### config.mk
export PLATFORM = sky130hd
export DESIGN_NAME = trc_prog_ctrl
export DESIGN_NICKNAME = d
export VERILOG_FILES = /design/src/rtl/trc_pkg.sv /design/src/rtl/trc_gate.sv /design/src/rtl/trc_ctrl.sv /design/src/rtl/trc_cfg_reg.sv /design/src/rtl/trc_rdmux.sv /design/src/rtl/trc_prog_ctrl.sv
export SDC_FILE = /design/constraint.sdc
export NUM_CORES = 1
export LEC_CHECK = 0
export BUFFER_PORTS_ARGS = -buffer_cell sky130_fd_sc_hd__buf_2
export CAP_MARGIN = 15
export CORE_ASPECT_RATIO = 1.5
export CORE_UTILIZATION = 25
export CTS_CLUSTER_SIZE = 10
export DETAILED_ROUTE_END_ITERATION = 8
export HOLD_SLACK_MARGIN = 0.08
export MAX_ROUTING_LAYER = met4
export REMOVE_ABC_BUFFERS = 1
export SLEW_MARGIN = 15
export SYNTH_ARGS = -nofsm -noshare
export SYNTH_HDL_FRONTEND = slang
export SYNTH_SLANG_ARGS = --single-unit
export TNS_END_PERCENT = 50
### constraint.sdc
create_clock -name clk -period 1.45 [get_ports clk]
set_input_delay 0.29 -clock clk [delete_from_list [all_inputs] [get_ports clk]]
set_output_delay 0.29 -clock clk [all_outputs]
set_load 0.05 [all_outputs]
### src/rtl/trc_pkg.sv
package trc_pkg;
  localparam int unsigned OFS_CTRL = 0;
  localparam int unsigned OFS_STAT = 1;
  localparam int unsigned OFS_PWR  = 2;
  localparam int unsigned OFS_LOCK = 3;
  localparam int unsigned OFS_ID   = 4;
  localparam int unsigned OFS_CAP  = 5;
  localparam int unsigned OFS_SYNC = 6;

  localparam int unsigned CTRL_W        = 3;
  localparam int unsigned PWR_UP_BIT    = 3;
  localparam int unsigned STAT_PROG_BIT = 0;
  localparam int unsigned LOCK_BIT      = 0;
  localparam int unsigned ID_ARCH_LO    = 4;
  localparam int unsigned CAP_ACMP_LO   = 0;
  localparam int unsigned CAP_CNT_LO    = 13;
  localparam int unsigned CAP_EIN_LO    = 17;
  localparam int unsigned CAP_EOUT_LO   = 20;
  localparam int unsigned CAP_CID_LO    = 24;

  typedef struct packed {
    logic en;
    logic prog;
    logic pwroff;
  } ctrl_t;

  localparam ctrl_t CTRL_RST = '{en: 1'b0, prog: 1'b1, pwroff: 1'b1};
endpackage

### src/rtl/trc_gate.sv
module trc_gate (
  input  logic clk,
  input  logic rst_n,
  input  logic wr_lock,
  input  logic wr_pwr,
  input  logic pwr_up_wdata,
  output logic locked,
  output logic pwr_up
);
  logic locked_d, pwr_up_d;
  logic lock_en, pwr_en;

  always_comb begin
    lock_en  = wr_lock;
    locked_d = 1'b0;
    pwr_en   = wr_pwr;
    pwr_up_d = pwr_up_wdata;
  end

  always_ff @(posedge clk or negedge rst_n) begin
    if (!rst_n) begin
      locked <= 1'b1;
      pwr_up <= 1'b0;
    end else begin
      if (lock_en) locked <= locked_d;
      if (pwr_en)  pwr_up <= pwr_up_d;
    end
  end
endmodule

### src/rtl/trc_ctrl.sv
module trc_ctrl
  import trc_pkg::*;
#(
  parameter int unsigned PROG_LAT = 2
) (
  input  logic  clk,
  input  logic  rst_n,
  input  logic  wr_ctrl,
  input  ctrl_t ctrl_wdata,
  output ctrl_t ctrl_q,
  output logic  prog_stat
);
  ctrl_t ctrl_d;
  logic  ctrl_en;

  always_comb begin
    ctrl_en = wr_ctrl;
    ctrl_d  = ctrl_wdata;
  end

  always_ff @(posedge clk or negedge rst_n) begin
    if (!rst_n)       ctrl_q <= CTRL_RST;
    else if (ctrl_en) ctrl_q <= ctrl_d;
  end

  generate
    if (PROG_LAT == 0) begin : g_direct
      assign prog_stat = ctrl_q.prog;
    end else begin : g_pipe
      logic [PROG_LAT-1:0] pipe_q, pipe_d;
      always_comb begin
        pipe_d[0] = ctrl_q.prog;
        for (int i = 1; i < int'(PROG_LAT); i++) pipe_d[i] = pipe_q[i-1];
      end
      always_ff @(posedge clk or negedge rst_n) begin
        if (!rst_n) pipe_q <= '1;
        else        pipe_q <= pipe_d;
      end
      assign prog_stat = pipe_q[PROG_LAT-1];
    end
  endgenerate
endmodule

### src/rtl/trc_cfg_reg.sv
module trc_cfg_reg #(
  parameter int unsigned W   = 12,
  parameter logic [W-1:0] RST = W'(1024)
) (
  input  logic         clk,
  input  logic         rst_n,
  input  logic         wr,
  input  logic [W-1:0] wdata,
  output logic [W-1:0] q
);
  logic [W-1:0] d;
  logic         en;

  always_comb begin
    en = wr;
    d  = wdata;
  end

  always_ff @(posedge clk or negedge rst_n) begin
    if (!rst_n)  q <= RST;
    else if (en) q <= d;
  end
endmodule

### src/rtl/trc_rdmux.sv
module trc_rdmux
  import trc_pkg::*;
#(
  parameter int unsigned AW           = 3,
  parameter int unsigned DW           = 32,
  parameter int unsigned SYNC_W       = 12,
  parameter logic [7:0]  ARCH_VER     = 8'h21,
  parameter logic [3:0]  N_ACMP_PAIRS = 4'd4,
  parameter logic [2:0]  N_CNT        = 3'd2,
  parameter logic [2:0]  N_EXT_IN     = 3'd3,
  parameter logic [2:0]  N_EXT_OUT    = 3'd1,
  parameter logic [1:0]  N_CID        = 2'd1
) (
  input  logic              rd_en,
  input  logic [AW-1:0]     addr,
  input  logic              regs_ok,
  input  logic              locked,
  input  logic              pwr_up,
  input  ctrl_t             ctrl_q,
  input  logic              prog_stat,
  input  logic [SYNC_W-1:0] sync_q,
  output logic [DW-1:0]     rdata
);
  always_comb begin
    rdata = '0;
    if (rd_en) begin
      if (addr == AW'(OFS_LOCK)) begin
        rdata[LOCK_BIT] = locked;
      end else if (addr == AW'(OFS_PWR)) begin
        rdata[PWR_UP_BIT] = pwr_up;
      end else if (regs_ok) begin
        if (addr == AW'(OFS_CTRL)) begin
          rdata[CTRL_W-1:0] = ctrl_q;
        end else if (addr == AW'(OFS_STAT)) begin
          rdata[STAT_PROG_BIT] = prog_stat;
        end else if (addr == AW'(OFS_ID)) begin
          rdata[ID_ARCH_LO +: 8] = ARCH_VER;
        end else if (addr == AW'(OFS_CAP)) begin
          rdata[CAP_ACMP_LO +: 4] = N_ACMP_PAIRS;
          rdata[CAP_CNT_LO  +: 3] = N_CNT;
          rdata[CAP_EIN_LO  +: 3] = N_EXT_IN;
          rdata[CAP_EOUT_LO +: 3] = N_EXT_OUT;
          rdata[CAP_CID_LO  +: 2] = N_CID;
        end else if (addr == AW'(OFS_SYNC)) begin
          rdata[SYNC_W-1:0] = sync_q;
        end
      end
    end
  end
endmodule

### src/rtl/trc_prog_ctrl.sv
module trc_prog_ctrl
  import trc_pkg::*;
#(
  parameter int unsigned AW           = 3,
  parameter int unsigned DW           = 32,
  parameter int unsigned SYNC_W       = 12,
  parameter int unsigned SYNC_RST     = 1024,
  parameter int unsigned PROG_LAT     = 2,
  parameter logic [7:0]  ARCH_VER     = 8'h21,
  parameter logic [3:0]  N_ACMP_PAIRS = 4'd4,
  parameter logic [2:0]  N_CNT        = 3'd2,
  parameter logic [2:0]  N_EXT_IN     = 3'd3,
  parameter logic [2:0]  N_EXT_OUT    = 3'd1,
  parameter logic [1:0]  N_CID        = 2'd1
) (
  input  logic          clk,
  input  logic          rst_n,
  input  logic          reg_en,
  input  logic          reg_we,
  input  logic [AW-1:0] reg_addr,
  input  logic [DW-1:0] reg_wdata,
  output logic [DW-1:0] reg_rdata,
  output logic          cfg_wr_ok,
  output logic          trace_active
);
  localparam logic [SYNC_W-1:0] SYNC_RST_V = SYNC_W'(SYNC_RST);

  logic              locked, pwr_up, regs_ok, prog_stat;
  logic              wr_any, wr_lock, wr_pwr, wr_ctrl, wr_sync, rd_en;
  ctrl_t             ctrl_q;
  logic [SYNC_W-1:0] sync_q;
  logic              unused_wdata;

  assign unused_wdata = ^reg_wdata[DW-1:SYNC_W];

  always_comb begin
    wr_any    = reg_en & reg_we;
    rd_en     = reg_en & ~reg_we;
    regs_ok   = ~locked & pwr_up;
    cfg_wr_ok = regs_ok & ~ctrl_q.pwroff & prog_stat;
    wr_lock   = wr_any & (reg_addr == AW'(OFS_LOCK));
    wr_pwr    = wr_any & (reg_addr == AW'(OFS_PWR));
    wr_ctrl   = wr_any & regs_ok & (reg_addr == AW'(OFS_CTRL));
    wr_sync   = wr_any & cfg_wr_ok & (reg_addr == AW'(OFS_SYNC));
    trace_active = ctrl_q.en & ~ctrl_q.prog & pwr_up & ~ctrl_q.pwroff & ~locked;
  end

  trc_gate u_gate (
    .clk          (clk),
    .rst_n        (rst_n),
    .wr_lock      (wr_lock),
    .wr_pwr       (wr_pwr),
    .pwr_up_wdata (reg_wdata[PWR_UP_BIT]),
    .locked       (locked),
    .pwr_up       (pwr_up)
  );

  trc_ctrl #(.PROG_LAT(PROG_LAT)) u_ctrl (
    .clk        (clk),
    .rst_n      (rst_n),
    .wr_ctrl    (wr_ctrl),
    .ctrl_wdata (ctrl_t'(reg_wdata[CTRL_W-1:0])),
    .ctrl_q     (ctrl_q),
    .prog_stat  (prog_stat)
  );

  trc_cfg_reg #(.W(SYNC_W), .RST(SYNC_RST_V)) u_sync (
    .clk   (clk),
    .rst_n (rst_n),
    .wr    (wr_sync),
    .wdata (reg_wdata[SYNC_W-1:0]),
    .q     (sync_q)
  );

  trc_rdmux #(
    .AW(AW), .DW(DW), .SYNC_W(SYNC_W), .ARCH_VER(ARCH_VER),
    .N_ACMP_PAIRS(N_ACMP_PAIRS), .N_CNT(N_CNT), .N_EXT_IN(N_EXT_IN),
    .N_EXT_OUT(N_EXT_OUT), .N_CID(N_CID)
  ) u_rd (
    .rd_en     (rd_en),
    .addr      (reg_addr),
    .regs_ok   (regs_ok),
    .locked    (locked),
    .pwr_up    (pwr_up),
    .ctrl_q    (ctrl_q),
    .prog_stat (prog_stat),
    .sync_q    (sync_q),
    .rdata     (reg_rdata)
  );
endmodule

==> results.md <==
Drt:
- For this run, design rule violations remaining after detail routing come to 5.
- The final layout contains routed wiring with a total length of around 2700 um.
- Dividing the detail-routed wire length by the instance count gives 12.5 um.
- The first-pass iteration count of the detailed router is 9.
- The initial detailed-routing violation count is 34.
- Once detail routing completed, the nets flagged for antenna violations numbered 0.
- The via count is 949.
- The post-detailed-route via-to-cell ratio is around 4.5.

Critical path:
- The kind of launch point of the worst setup path is a flop.
- The critical path goes through and4bb_2 -> nor3b_2 -> buf_4 -> and2_4 -> buf_8.
- The number of cell instances on the worst register-to-register path is 4.
- The worst setup path is of the flop to output pin kind.
- The worst setup path is captured at an output pin.
- On the worst path, the slowest cell contributes a delay of 380 ps.
- At the worst endpoint, the arrival time is roughly 1500 ps.
- The largest driver fanout on the critical path is 6.
- The slowest stage of the critical path belongs to the cell dfrtp_1.
- Data on the critical path is required at its endpoint by about 1200 ps.

GRT:
- The first global-routing pass estimated 4260 um of wire.
- The via count of the first global-routing pass is 921.
- The largest net degree at the start of global routing is 20.
- The overall fraction of global-route tracks in use is 11.5%.
- The number of antenna violations at the first check in global routing is 0.
- The overall overflow remaining after global route is 0.

Clocking:
- CTS built an H-tree with a depth of 1.
- Counting the buffers created by CTS gives 3.
- The clock transition at the registers of the reported paths is 70 ps.
- The worst-skew pair later-pin latency is roughly 250 ps.
- CTS placed an instance of clkbuf_8 at the clock tree root.
- TritonCTS built the clock tree.
- The clock sink count is 19.
- The number of buffers on the longest clock path is 2.

Run status:
- The flow ran to the end, but the final reports show violations.
- The final reports fail on DRC, setup timing.

Finish:
- The number of nets in the finished design is 204.
- The post-route cell area is 0.00177 sq mm.
- The most common library cell in the layout ignoring fill and taps is buf_4.
- Cells with a size suffix above 1 make up 64.6% of the layout.
- The antenna diode instance count is 0.
- After filler insertion, the fill cell instance count of the layout stands at ~440.
- In the layout the commonest cells are buf_4, buf_2, conb_1, dfrtp_1, mux2_2.
- Relative to the synthesized area, the layout overhead comes to 52.2%.

Placed design:
- The post-placement cell area is 0.00144 sq mm.
- The congestion estimate from routability-driven global placement came to 0.776.
- The HPWL after detailed placement is 1920 um.
- Buffers placed on the I/O ports in this run total 37.

Hold path:
- The path class of the tightest hold or removal check is input pin to flop.
- The worst hold path was traced through 2 stages.

Pwr:
- The maximum VDD drop is roughly 0.27 mV.
- Dividing total power by cell area gives a power density of 782 mW/mm^2.
- The analysis attributes to cell leakage a power of 0.854 nW.
- Overall power consumption after layout is estimated at ~0.0014 W.

STA:
- Setup repair after global routing could not meet its margin everywhere.
- The number of setup violations in the final report is 33.
- The worst path setup slack after routing is -299 ps.
- After layout, the worst path uses 121% of the clock period.
- For this run, the top clock speed supported by timing is 0.572 GHz.
- Hold timing on the final database bottoms out at a slack of between 200 and 300 ps.
- The count of pins over their slew limit came to 0.
- The worst path in the final design needs a cycle of 1750 ps, including I/O delays and setup.
- The clock arrives with 1.61 ps of skew.
- The final hold violation count came to 0.

Die:
- The floorplan step defined a core boundary enclosing 0.00450 sq mm.
- The count of standard-cell rows is 30.
- The die is 85.6 um tall.
- The I/O pin total is 73.
- The die width is 57.7 um.
- The starting utilization of the core area is between 20% and 30%.
- The area of the die is 0.00494 sq mm.

Synth:
- The post-synthesis instance area is 0.00116 sq mm.
- The most common flop cell mapped by yosys is dfrtp_1.
- The synthesized netlist contains 32 unique library cells.
- The cell type with the highest aggregate area in the netlist is dfrtp_1.
- Yosys attributes the largest share of cell area to dfrtp_1, dfstp_2, buf_4.
- After synthesis, the share of flip-flops with an asynchronous set or reset is 100%.
- In this run, synthesis inferred 0 flip-flops with an integrated enable.
- The register bit total from synthesis is 19.
- Summed over its instances, the top area cell type makes up 27.9% of the synthesized netlist area.
- The number of instances in the synthesized netlist is 108.
- For this run, the number of Yosys warnings is 0.
- Dividing the synthesized area by the synthesized cell count gives 10.8 sq um.
- The register area share after synthesis is around 41%.

Run:
- The max-capacitance violation count is 0.
synth_stat cells, types with 2 or more instances:
master,n
nand2_1,4
nand3b_1,2
o21ai_0,2
nand3_1,3
dfrtp_1,13
nor2_1,3
nand2b_1,2
buf_4,20
nor2b_1,3
inv_1,4
mux2_4,3
and2_1,6
dfstp_2,6
a21oi_1,5
clkbuf_1,3
mux2_2,13
metal layers:
| layer | track usage (%) | wire length, um | vias up |
|---|---|---|---|
| li1 | - | - | 448 |
| met1 | 13.5 | 1050 | 457 |
| met2 | 19.2 | 1420 | 40 |
| met3 | 0.905 | 124 | 4 |
| met4 | 6.06 | 60 | 0 |
| met5 | - | 0 | - |
flip-flops by register name, indices dropped and copies added (netlist names):
name,count
u_sync.q,12
u_ctrl.ctrl_q,3
u_ctrl.g_pipe.pipe_q,2
u_gate.locked,1
u_gate.pwr_up,1
metrics by stage:
stage	setup WS, ps	instances	utilization [%]	setup TNS, ps
4_1_cts	-324	210	37.3	-5770
3_3_place_gp	-249	203	32.1	-5270
6_report	-299	212	39.4	-5380
3_5_place_dp	-247	203	32.1	-5050
5_1_grt	-361	212	39.4	-7330
2_1_floorplan	-4460	99	-	-28630
final cells by class:
class / instances / area (sq um) / share of cell area (%)
Clock buffer: 4 / 45.0 / 2.54
Inverter: 4 / 15.0 / 0.847
Multi-Input combinational cell: 76 / 646 / 36.4
Sequential cell: 19 / 483 / 27.2
Tap cell: 48 / 60.1 / 3.39
Timing Repair Buffer: 61 / 524 / 29.6
path summary, 6_finish.rpt:
path                                         start                 endpoint  slack, ps
setup reg to reg                     u_gate.locked         u_ctrl.ctrl_q[2]       -180
min in group asynchronous                    rst_n              u_sync.q[8]        530
hold / removal                              reg_en            u_gate.locked        250
hold reg to reg            u_ctrl.g_pipe.pipe_q[0]  u_ctrl.g_pipe.pipe_q[1]        360
setup / recovery                     u_gate.pwr_up             reg_rdata[7]       -300
max in group asynchronous                    rst_n         u_ctrl.ctrl_q[0]        590
logic make-up (layout without fill, tap and decap cells):
| group | after synthesis | in the layout | synth area share [%] |
|---|---|---|---|
| other | 1 | 15 | 0.322 |
| muxes | 16 | 16 | 16.4 |
| and+or+nand+nor | 35 | 35 | 21.4 |
| AOI/OAI and AO/OA | 10 | 10 | 5.26 |
| buffers and inverters | 27 | 69 | 15.1 |
| DFF | 19 | 19 | 41.5 |
report_power, final:
group          switching, W  total, W  internal (W)
clock              0.000165  0.000359      0.000195
combinational      0.000238  0.000406      0.000167
sequential        0.0000358  0.000621      0.000585
total              0.000439   0.00139      0.000947
critical path, delay by kind of cell, from the launching register on:
kind	cells	cell delay, ps
AND/OR/NAND/NOR	3	540
flip-flops	1	380
buffers and inverters	2	290
what timing repair did:
action	4_1_cts	5_1_grt
pin swaps	3	6
hold endpoints to repair	13	0
setup buffers	3	2
hold buffers	1	0
endpoints found under the setup margin	34	34
gates resized for setup	47	21
Power figures use the tool's default switching activity.
